[src/rtl/shf_pkg.sv]
package shf_pkg;

    localparam logic [2:0] SUBOP_SHL = 3'd4;
    localparam logic [2:0] SUBOP_SHR = 3'd5;
    localparam logic [2:0] SUBOP_SAR = 3'd7;

    localparam int FLAG_N = 4;
    localparam int FL_SF  = 0;
    localparam int FL_ZF  = 1;
    localparam int FL_CF  = 2;
    localparam int FL_OF  = 3;

    typedef enum logic [1:0] {
        K_SHL = 2'd0,
        K_SHR = 2'd1,
        K_SAR = 2'd2,
        K_BAD = 2'd3
    } shift_kind_e;

    typedef enum logic {
        ST_IDLE   = 1'b0,
        ST_RESULT = 1'b1
    } shf_state_e;

endpackage

[src/rtl/shf_decode.sv]
module shf_decode
    import shf_pkg::*;
(
    input  logic [2:0]  sub_op,
    output shift_kind_e kind
);
    always_comb begin
        case (sub_op)
            SUBOP_SHL: kind = K_SHL;
            SUBOP_SHR: kind = K_SHR;
            SUBOP_SAR: kind = K_SAR;
            default:   kind = K_BAD;
        endcase
    end
endmodule

[src/rtl/shf_count_mask.sv]
module shf_count_mask #(
    parameter int CNT_SRC_W = 32,
    parameter int CNT_W     = 5
) (
    input  logic [CNT_SRC_W-1:0] count_src,
    output logic [CNT_W-1:0]     amount,
    output logic                 amt_zero,
    output logic                 amt_one
);
    localparam logic [CNT_W-1:0] AMT_ONE = CNT_W'(1);

    logic unused_hi_bits;

    assign amount         = count_src[CNT_W-1:0];
    assign amt_zero       = (amount == '0);
    assign amt_one        = (amount == AMT_ONE);
    assign unused_hi_bits = ^count_src[CNT_SRC_W-1:CNT_W];
endmodule

[src/rtl/shf_barrel.sv]
module shf_barrel
    import shf_pkg::*;
#(
    parameter int DATA_W = 32,
    parameter int CNT_W  = $clog2(DATA_W)
) (
    input  logic [DATA_W-1:0] operand,
    input  logic [CNT_W-1:0]  amount,
    input  shift_kind_e       kind,
    output logic [DATA_W-1:0] res,
    output logic              carry_left
);
    localparam int EXT_W = DATA_W + 1;

    // left path is one bit wider so the last bit pushed out survives
    logic [EXT_W-1:0]  lv [0:CNT_W];
    logic [DATA_W-1:0] rv [0:CNT_W];
    logic              fill;

    assign fill  = (kind == K_SAR) && operand[DATA_W-1];
    assign lv[0] = {1'b0, operand};
    assign rv[0] = operand;

    for (genvar s = 0; s < CNT_W; s++) begin : g_stage
        localparam int SH = 1 << s;
        assign lv[s+1] = amount[s] ? (lv[s] << SH) : lv[s];
        assign rv[s+1] = amount[s] ? {{SH{fill}}, rv[s][DATA_W-1:SH]} : rv[s];
    end

    assign res        = (kind == K_SHL) ? lv[CNT_W][DATA_W-1:0] : rv[CNT_W];
    assign carry_left = lv[CNT_W][DATA_W];
endmodule

[src/rtl/shf_flags.sv]
module shf_flags
    import shf_pkg::*;
#(
    parameter int DATA_W = 32
) (
    input  shift_kind_e       kind,
    input  logic [DATA_W-1:0] operand,
    input  logic [DATA_W-1:0] res,
    input  logic              carry_left,
    input  logic              amt_zero,
    input  logic              amt_one,
    output logic [FLAG_N-1:0] flag_val,
    output logic [FLAG_N-1:0] flag_wr,
    output logic              res_wr,
    output logic              illegal
);
    logic res_is_zero;
    logic top_pair_differs;

    assign res_is_zero      = (res == '0);
    assign top_pair_differs = operand[DATA_W-1] ^ operand[DATA_W-2];

    always_comb begin
        flag_val = '0;
        flag_wr  = '0;
        res_wr   = 1'b0;
        illegal  = 1'b0;
        unique case (kind)
            K_SHL: begin
                if (!amt_zero) begin
                    res_wr          = 1'b1;
                    flag_wr[FL_SF]  = 1'b1;
                    flag_val[FL_SF] = res[DATA_W-1];
                    flag_wr[FL_ZF]  = 1'b1;
                    flag_val[FL_ZF] = res_is_zero;
                    flag_wr[FL_CF]  = 1'b1;
                    flag_val[FL_CF] = carry_left;
                    if (amt_one) begin
                        flag_wr[FL_OF]  = 1'b1;
                        flag_val[FL_OF] = top_pair_differs;
                    end
                end
            end
            K_SHR: begin
                if (!amt_zero) begin
                    res_wr          = 1'b1;
                    flag_wr[FL_SF]  = 1'b1;
                    flag_wr[FL_ZF]  = 1'b1;
                    flag_val[FL_ZF] = res_is_zero;
                    if (amt_one) begin
                        flag_wr[FL_OF]  = 1'b1;
                        flag_val[FL_OF] = top_pair_differs;
                    end
                end
            end
            K_SAR: begin
                if (!amt_zero) begin
                    res_wr          = 1'b1;
                    flag_wr[FL_SF]  = 1'b1;
                    flag_val[FL_SF] = res[DATA_W-1];
                    flag_wr[FL_ZF]  = 1'b1;
                    flag_val[FL_ZF] = res_is_zero;
                    if (amt_one) begin
                        flag_wr[FL_OF] = 1'b1;
                    end
                end
            end
            K_BAD: begin
                illegal = 1'b1;
            end
        endcase
    end

    // a value bit never appears without its write bit
    always_comb begin
        p_val_under_mask_r10: assert ((flag_val & ~flag_wr) == '0);
    end
endmodule

[src/rtl/shf_unit.sv]
module shf_unit
    import shf_pkg::*;
#(
    parameter int DATA_W    = 32,
    parameter int CNT_SRC_W = 32
) (
    input  logic                 clk,
    input  logic                 rst_n,
    input  logic                 req_valid,
    input  logic [2:0]           sub_op,
    input  logic [DATA_W-1:0]    operand,
    input  logic [CNT_SRC_W-1:0] count_src,
    output logic                 out_valid,
    output logic [DATA_W-1:0]    out_result,
    output logic                 out_res_wr,
    output logic [FLAG_N-1:0]    out_flag_val,
    output logic [FLAG_N-1:0]    out_flag_wr,
    output logic                 out_illegal
);
    localparam int CNT_W = $clog2(DATA_W);
    localparam logic [CNT_W-1:0] AMT_ONE = CNT_W'(1);

    shift_kind_e       kind;
    logic [CNT_W-1:0]  amount;
    logic              amt_zero;
    logic              amt_one;
    logic [DATA_W-1:0] sh_res;
    logic              carry_left;
    logic [FLAG_N-1:0] nx_flag_val;
    logic [FLAG_N-1:0] nx_flag_wr;
    logic              nx_res_wr;
    logic              nx_illegal;
    shf_state_e        state_q;
    shf_state_e        state_d;

    shf_decode u_decode (
        .sub_op (sub_op),
        .kind   (kind)
    );

    shf_count_mask #(
        .CNT_SRC_W (CNT_SRC_W),
        .CNT_W     (CNT_W)
    ) u_count (
        .count_src (count_src),
        .amount    (amount),
        .amt_zero  (amt_zero),
        .amt_one   (amt_one)
    );

    shf_barrel #(
        .DATA_W (DATA_W),
        .CNT_W  (CNT_W)
    ) u_barrel (
        .operand    (operand),
        .amount     (amount),
        .kind       (kind),
        .res        (sh_res),
        .carry_left (carry_left)
    );

    shf_flags #(
        .DATA_W (DATA_W)
    ) u_flags (
        .kind       (kind),
        .operand    (operand),
        .res        (sh_res),
        .carry_left (carry_left),
        .amt_zero   (amt_zero),
        .amt_one    (amt_one),
        .flag_val   (nx_flag_val),
        .flag_wr    (nx_flag_wr),
        .res_wr     (nx_res_wr),
        .illegal    (nx_illegal)
    );

    // controller: T_ISSUE on a request, T_DRAIN otherwise
    always_comb begin
        unique case (state_q)
            ST_IDLE:   state_d = req_valid ? ST_RESULT : ST_IDLE;
            ST_RESULT: state_d = req_valid ? ST_RESULT : ST_IDLE;
        endcase
    end

    always_ff @(posedge clk) begin
        if (!rst_n) begin
            state_q <= ST_IDLE;
        end else begin
            state_q <= state_d;
        end
    end

    always_ff @(posedge clk) begin
        if (!rst_n || !req_valid) begin
            out_result   <= '0;
            out_res_wr   <= 1'b0;
            out_flag_val <= '0;
            out_flag_wr  <= '0;
            out_illegal  <= 1'b0;
        end else begin
            out_result   <= nx_res_wr ? sh_res : operand;
            out_res_wr   <= nx_res_wr;
            out_flag_val <= nx_flag_val;
            out_flag_wr  <= nx_flag_wr;
            out_illegal  <= nx_illegal;
        end
    end

    assign out_valid = (state_q == ST_RESULT);

    // a request yields a valid output on the next edge
    p_valid_next_r8: assert property (@(posedge clk) disable iff (!rst_n)
        req_valid |=> out_valid);

    // nothing is written while no fresh result is held
    p_idle_quiet_r8: assert property (@(posedge clk) disable iff (!rst_n)
        !out_valid |-> (out_flag_wr == '0) && !out_res_wr && !out_illegal);

    // an illegal code never requests a write
    p_illegal_nowrite_r2: assert property (@(posedge clk) disable iff (!rst_n)
        out_illegal |-> !out_res_wr && (out_flag_wr == '0));

    // a masked amount of zero passes the operand and writes nothing
    p_zero_amount_r7: assert property (@(posedge clk) disable iff (!rst_n)
        (req_valid && count_src[CNT_W-1:0] == '0) |=>
        (out_result == $past(operand)) && (out_flag_wr == '0) && !out_res_wr);

    // overflow is written only for an amount of exactly one
    p_of_only_one_r5: assert property (@(posedge clk) disable iff (!rst_n)
        (req_valid && count_src[CNT_W-1:0] != AMT_ONE) |=> !out_flag_wr[FL_OF]);

    // logical right writes sign as 0 and never writes carry
    p_shr_sign_clear_r6: assert property (@(posedge clk) disable iff (!rst_n)
        (req_valid && sub_op == SUBOP_SHR && count_src[CNT_W-1:0] != '0) |=>
        out_flag_wr[FL_SF] && !out_flag_val[FL_SF] && !out_flag_wr[FL_CF]);
endmodule

[config.mk]
export PLATFORM = sky130hd
export DESIGN_NAME = shf_unit
export DESIGN_NICKNAME = d
export VERILOG_FILES = /design/src/rtl/shf_pkg.sv /design/src/rtl/shf_decode.sv /design/src/rtl/shf_count_mask.sv /design/src/rtl/shf_barrel.sv /design/src/rtl/shf_flags.sv /design/src/rtl/shf_unit.sv
export SDC_FILE = /design/constraint.sdc
export NUM_CORES = 1
export LEC_CHECK = 0
export BUFFER_PORTS_ARGS = -buffer_cell sky130_fd_sc_hd__buf_2
export CELL_PAD_IN_SITES_DETAIL_PLACEMENT = 0
export CELL_PAD_IN_SITES_GLOBAL_PLACEMENT = 1
export CORE_MARGIN = 2
export CORE_UTILIZATION = 42
export DETAILED_ROUTE_END_ITERATION = 8
export MAX_ROUTING_LAYER = met4
export PLACE_DENSITY = 0.94
export SLEW_MARGIN = 20
export SYNTH_ARGS = -nofsm -noshare
export SYNTH_HDL_FRONTEND = slang
export SYNTH_SLANG_ARGS = --single-unit
[constraint.sdc]
create_clock -name clk -period 4.4 [get_ports clk]
set_input_delay 0.88 -clock clk [delete_from_list [all_inputs] [get_ports clk]]
set_output_delay 0.88 -clock clk [all_outputs]
set_load 0.02 [all_outputs]
Yosys cells after proc, flatten, opt, wreduce, memory -nomap -nowiden
Cells that the tools add are included.

storage, ports and cells
  output and inout bits = 43
  flip-flop bits (word level) = 43

operators by class
  bitwise gates (word level) = 2
  mux-type cells = 31
  equality and inequality tests = 7
  reduce and logical (&&, ||, !) cells = 11

operators by type and width
  kind                  number
  $mux W32              7
  $mux W33              5
  $logic_not A32 Y1     1
  $eq A3 B3 Y1 const B  3
  $mux W1               9
  $mux W4               2
  $pmux W1 S2           3
  $pmux W2 S3           1
  $reduce_or A3 Y1      2
  $eq A5 B1 Y1 const B  1
  $logic_not A5 Y1      1
  $eq A2 B2 Y1 const B  2
  $mux W2               2
  $pmux W2 S2           1
  $reduce_or A2 Y1      2
  $pmux W1 S3           1
  $eq A2 B1 Y1 const B  1
  $logic_not A1 Y1      2
  $logic_not A2 Y1      1
  $logic_and A1 B1 Y1   1
  $logic_or A1 B1 Y1    1
  $not A1 Y1            1
  $xor A1 B1 Y1         1

Longest topological paths before layout
  depth after elaboration = 13
  gate-level depth with buffers = 15
  mapped depth without buffers = 12

Modules after synthesis
Synthesis repeated with hierarchy kept, for this count alone.

second synthesis, totals
  cells, all modules = 690
  area total of the unflattened synthesis = 5814.3 um^2

modules (own cells, without submodules)
  module          cells an instance  area an instance (um^2)  instances
  shf_barrel      519                4041.4                   1
  shf_unit        128                1465.2                   1
  shf_flags       31                 229.0                    1
  shf_count_mask  9                  60.1                     1
  shf_decode      3                  18.8                     1

Least setup slack after synthesis
No wires, ideal clock.

  kind = input-to-reg
  start point = in sub_op[0]
  end point = reg out_flag_val[1]
  arrival = 3.341 ns
  stages = 13
  required time = 4.339 ns
  slack = 0.999 ns
  path buffers = 3
  cell sequence = and2_1 -> nand2_1 -> ha_1 -> inv_1 -> o21ai_0 -> clkbuf_1 -> buf_2 -> buf_1 -> a211oi_1 -> o32ai_1 -> nand4_1 -> nor4_1 -> and4_1

on the way
  cells in the longest elaborated chain, start to end = 13
  elaborated cells on any way between the ends = 19
  those cells by class = eq/ne (5); mux (11); reduce/logical (3)

ends and longest elaborated chain
  what                             RTL line                           source
  start, declared                  shf_unit.sv:10                     input logic [2:0] sub_op,
  $eq A3 B3 Y1                     shf_decode.sv:8                    case (sub_op)
  $pmux W2 S3 (*)                  shf_decode.sv:8
  $eq A2 B2 Y1                     shf_barrel.sv:20, shf_flags.sv:28
  $logic_and A1 B1 Y1              shf_barrel.sv:20                   assign fill = (kind == K_SAR) && operand[DATA_W-1];
  $mux W32 (5 in series)           shf_barrel.sv:27                   assign rv[s+1] = amount[s] ? {{SH{fill}}, rv[s][DATA_W-1:SH]} : rv[s];
  $mux W32                         shf_barrel.sv:30                   assign res = (kind == K_SHL) ? lv[CNT_W][DATA_W-1:0] : rv[CNT_W];
  $logic_not A32 Y1                shf_flags.sv:20                    assign res_is_zero = (res == '0);
  $mux W2 (tied with other cells)  shf_flags.sv:57                    if (!amt_zero) begin
  $pmux W1 S3 (*)                  shf_flags.sv:28                    unique case (kind)
  end signal, assigned             shf_unit.sv:103                    out_flag_val <= nx_flag_val;
  end, declared                    shf_unit.sv:16                     output logic [FLAG_N-1:0] out_flag_val,

Every way passes the cells marked *; elsewhere a longest branch is shown, timed or not.
A chain may end at the register's enable or synchronous reset.

Worst setup path in the final report
Ends and elaborated chain as after synthesis.

==> results.sh <==
export IMPL_outcome="finished clean"
export IMPL_synth_top_family_by_area="multiplexers"
export IMPL_synth_area_leaders="dfxtp_1 (15%), mux4_2 (14%), mux2i_1 (10%), mux2_2 (5.5%), nand2_1 (5.5%)"
export IMPL_finalWirelength_um=25210
export IMPL_die_h_um=120.7
export IMPL_core_area_um2=13300
export IMPL_worstPathCellList="buf_2 > and2_1 > nand2_1 > ha_1 > inv_1 > o21ai_2 > buf_4 > buf_4 > nor2_1 > o21ai_0 > a32o_1 > and4_1 > and4_1 > and4_1"
export IMPL_rows=42
export IMPL_cts_tree="done"
export IMPL_synth_cell_type_count=70
export IMPL_num_io_pins=113
export IMPL_hold_violations=0
export IMPL_cpPeakStageDelay_ps=580
export IMPL_fin_cells=969
export IMPL_drv_slew=0
export IMPL_cap_viol_max_count=0
export IMPL_htreeDepth=2
export IMPL_worst_path_max_fanout=15
export IMPL_drc=0
export IMPL_dp_hpwl_um=19380
export IMPL_grt_pass1_wl_um=37070
export IMPL_cts_clk_slew_worst_paths_ps=60
export IMPL_post_route_util=0.4896
export IMPL_die_area_um2=14570
export IMPL_synth_edff_count=0
export IMPL_ys_ff_latch=42
export IMPL_total_power_mw=1.620
export IMPL_crit_required_ps=4630
export IMPL_ir_worst_vdd_uv=116.5
export IMPL_via_per_inst=6.815
export IMPL_vias=6604
export IMPL_portBuffers=85
export IMPL_crit_path_end_kind="flop"
export IMPL_cts_buffers=5
export IMPL_cts_setup_buffers=0
export IMPL_setup_violations_final=0
export IMPL_cts_root_buf="clkbuf_16"
export IMPL_synth_most_common_cell="nand2_1"
export IMPL_first_pass_iters=8
export IMPL_crit_type="in -> reg"
export IMPL_drtAntennaViolNets=0
export IMPL_routabilityCongestion=1.095
export IMPL_ys_warn_count=0
export IMPL_wl_per_cell_um=26.01
export IMPL_synthCells=736
export IMPL_synthTopCellsByCount="nand2_1 (84), nor2_1 (83), mux2i_1 (57)"
export IMPL_syn_avg_cell_area_um2=7.774
export IMPL_clock_path_buffers=2
export IMPL_fin_crit_ps=3723
export IMPL_ys_async_sr_fraction=0
export IMPL_min_period_over_period=0.8462
export IMPL_fill_cells=1352
export IMPL_hold_buffers=0
export IMPL_p_leak_nw=2.698
export IMPL_grt_use_met2=0.5081
export IMPL_initial_utilization=0.4304
export IMPL_pre_cts_slack_ps=494.4
export IMPL_antennaDiodeCount=0
export IMPL_drive_gt1_frac=0.2724
export IMPL_syn_area_um2=5722
export IMPL_grt_use_met3=0.07028
export IMPL_synth_fa_ha_area_frac=0.006560
export IMPL_rsz0062_at_grt="false"
export IMPL_fin_nets=865
export IMPL_first_global_vias=5966
export IMPL_clock_sinks=42
export IMPL_areaGrowthSynthToFinish_pct=13.78
export IMPL_synth_fp_nets=809
export IMPL_globalRoute_busiestLayer="met2"
export IMPL_cts_resized=0
export IMPL_hp_class="in -> reg"
export IMPL_yosysTopAreaCellShare=0.1469
export IMPL_power_density_nw_per_um2=248.8
export IMPL_cpMostUsedCell="and4_1"
export IMPL_die_x_um=120.7
export IMPL_antenna_found_initial=0
export IMPL_use_met1=0.4808
export IMPL_synth_area_mux_share=0.2926
export IMPL_worstMarginPinSlew_ps=938.3
export IMPL_setup_ws_ps=676.8
export IMPL_seq_area_frac_synth=0.1469
export IMPL_track_usage=0.3504
export IMPL_worst_path_buf_inv=4
export IMPL_drtIter0Drc=845
export IMPL_synth_xor_area_share=0.001531
export IMPL_synth_compound_area_share=0.2751
export IMPL_fmax_ghz=0.2686
export IMPL_slew_headroom=0.3745
export IMPL_tns_ps=0
export IMPL_synth_top_area_cell="dfxtp_1"
export IMPL_crit_family="simple AND/OR/NAND/NOR gates"
export IMPL_crit_slowest_cell="o21ai_2"
export IMPL_critPathLaunchType="primary input"
export IMPL_synth_flop_cell="dfxtp_1"
export IMPL_grt_max_degree=52
export IMPL_synthSimpleGateAreaFrac=0.1975
export IMPL_grt_overflow=0
export IMPL_dp_cells=961
export IMPL_arrival_ps=3960
-- logic make-up (layout without fill, tap and decap cells) --
| group | count (synthesis) | after routing |
|---|---|---|
| simple gates | 249 | 249 |
| compound gates | 228 | 228 |
| mux | 120 | 120 |
| buf+inv | 93 | 150 |
| flops | 42 | 42 |
| fa+ha+maj | 3 | 3 |
| xor+xnor | 1 | 1 |
-- cells in the final DEF (no fill, tap or decap), types with 6 or more instances in the layout --
cell type / n
a211oi_1: 22
a21oi_1: 49
a22oi_1: 14
a2bb2oi_1: 8
a31oi_1: 8
buf_2: 83
buf_4: 43
dfxtp_1: 42
inv_1: 12
mux2_2: 28
mux2i_1: 57
mux4_2: 35
nand2_1: 84
nand2b_1: 6
nand3_1: 21
nor2_1: 83
nor2b_1: 8
nor3_1: 8
nor4_1: 6
o211ai_1: 11
o21ai_0: 32
o22ai_1: 18
o31ai_1: 7
-- final cells by class --
type | instances | area, um2 | share of cell area
Clock inverter | 2 | 37.54 | 0.005766
Inverter | 13 | 48.80 | 0.007496
Clock buffer | 6 | 128.9 | 0.01980
Sequential cell | 42 | 840.8 | 0.1292
Timing Repair Buffer | 129 | 798.3 | 0.1226
Multi-Input combinational cell | 601 | 4436 | 0.6813
Tap cell | 176 | 220.2 | 0.03383
-- through the flow --
step / instance area (um2) / hold slack [ps]
3_3_place_gp: 6344 / 1215
4_1_cts: 6510 / 915.8
2_1_floorplan: 5722 / 1019
5_1_grt: 6510 / 943.4
6_report: 6510 / 929.3
3_5_place_dp: 6344 / 1217
-- final timing paths --
kind | from | end | slack, ps | depth (start not counted)
setup / recovery | sub_op[0] | out_flag_val[1] | 680 | 14
hold / removal | sub_op[0] | out_flag_wr[3] | 930 | 4
-- metal layers --
layer  share of wire  vias up
li1                -     2921
met1            0.40     3105
met2            0.43      498
met3            0.13       80
met4           0.040        0
met5               0        -
-- sequential cells by signal, summed over array words and instances (netlist names) --
| signal | cells |
|---|---|
| out_res_wr | 1 |
| out_illegal | 1 |
| out_result | 32 |
| out_flag_val | 4 |
| out_valid | 1 |
| out_flag_wr | 3 |
-- power by group --
group / internal [mW] / total (mW) / switching, mW / leakage (nW)
combinational: 0.292 / 0.801 / 0.509 / 2.28
clock: 0.268 / 0.416 / 0.148 / 0.0771
sequential: 0.399 / 0.403 / 0.00361 / 0.344
No activity file was read; power rests on OpenSTA's default activity.
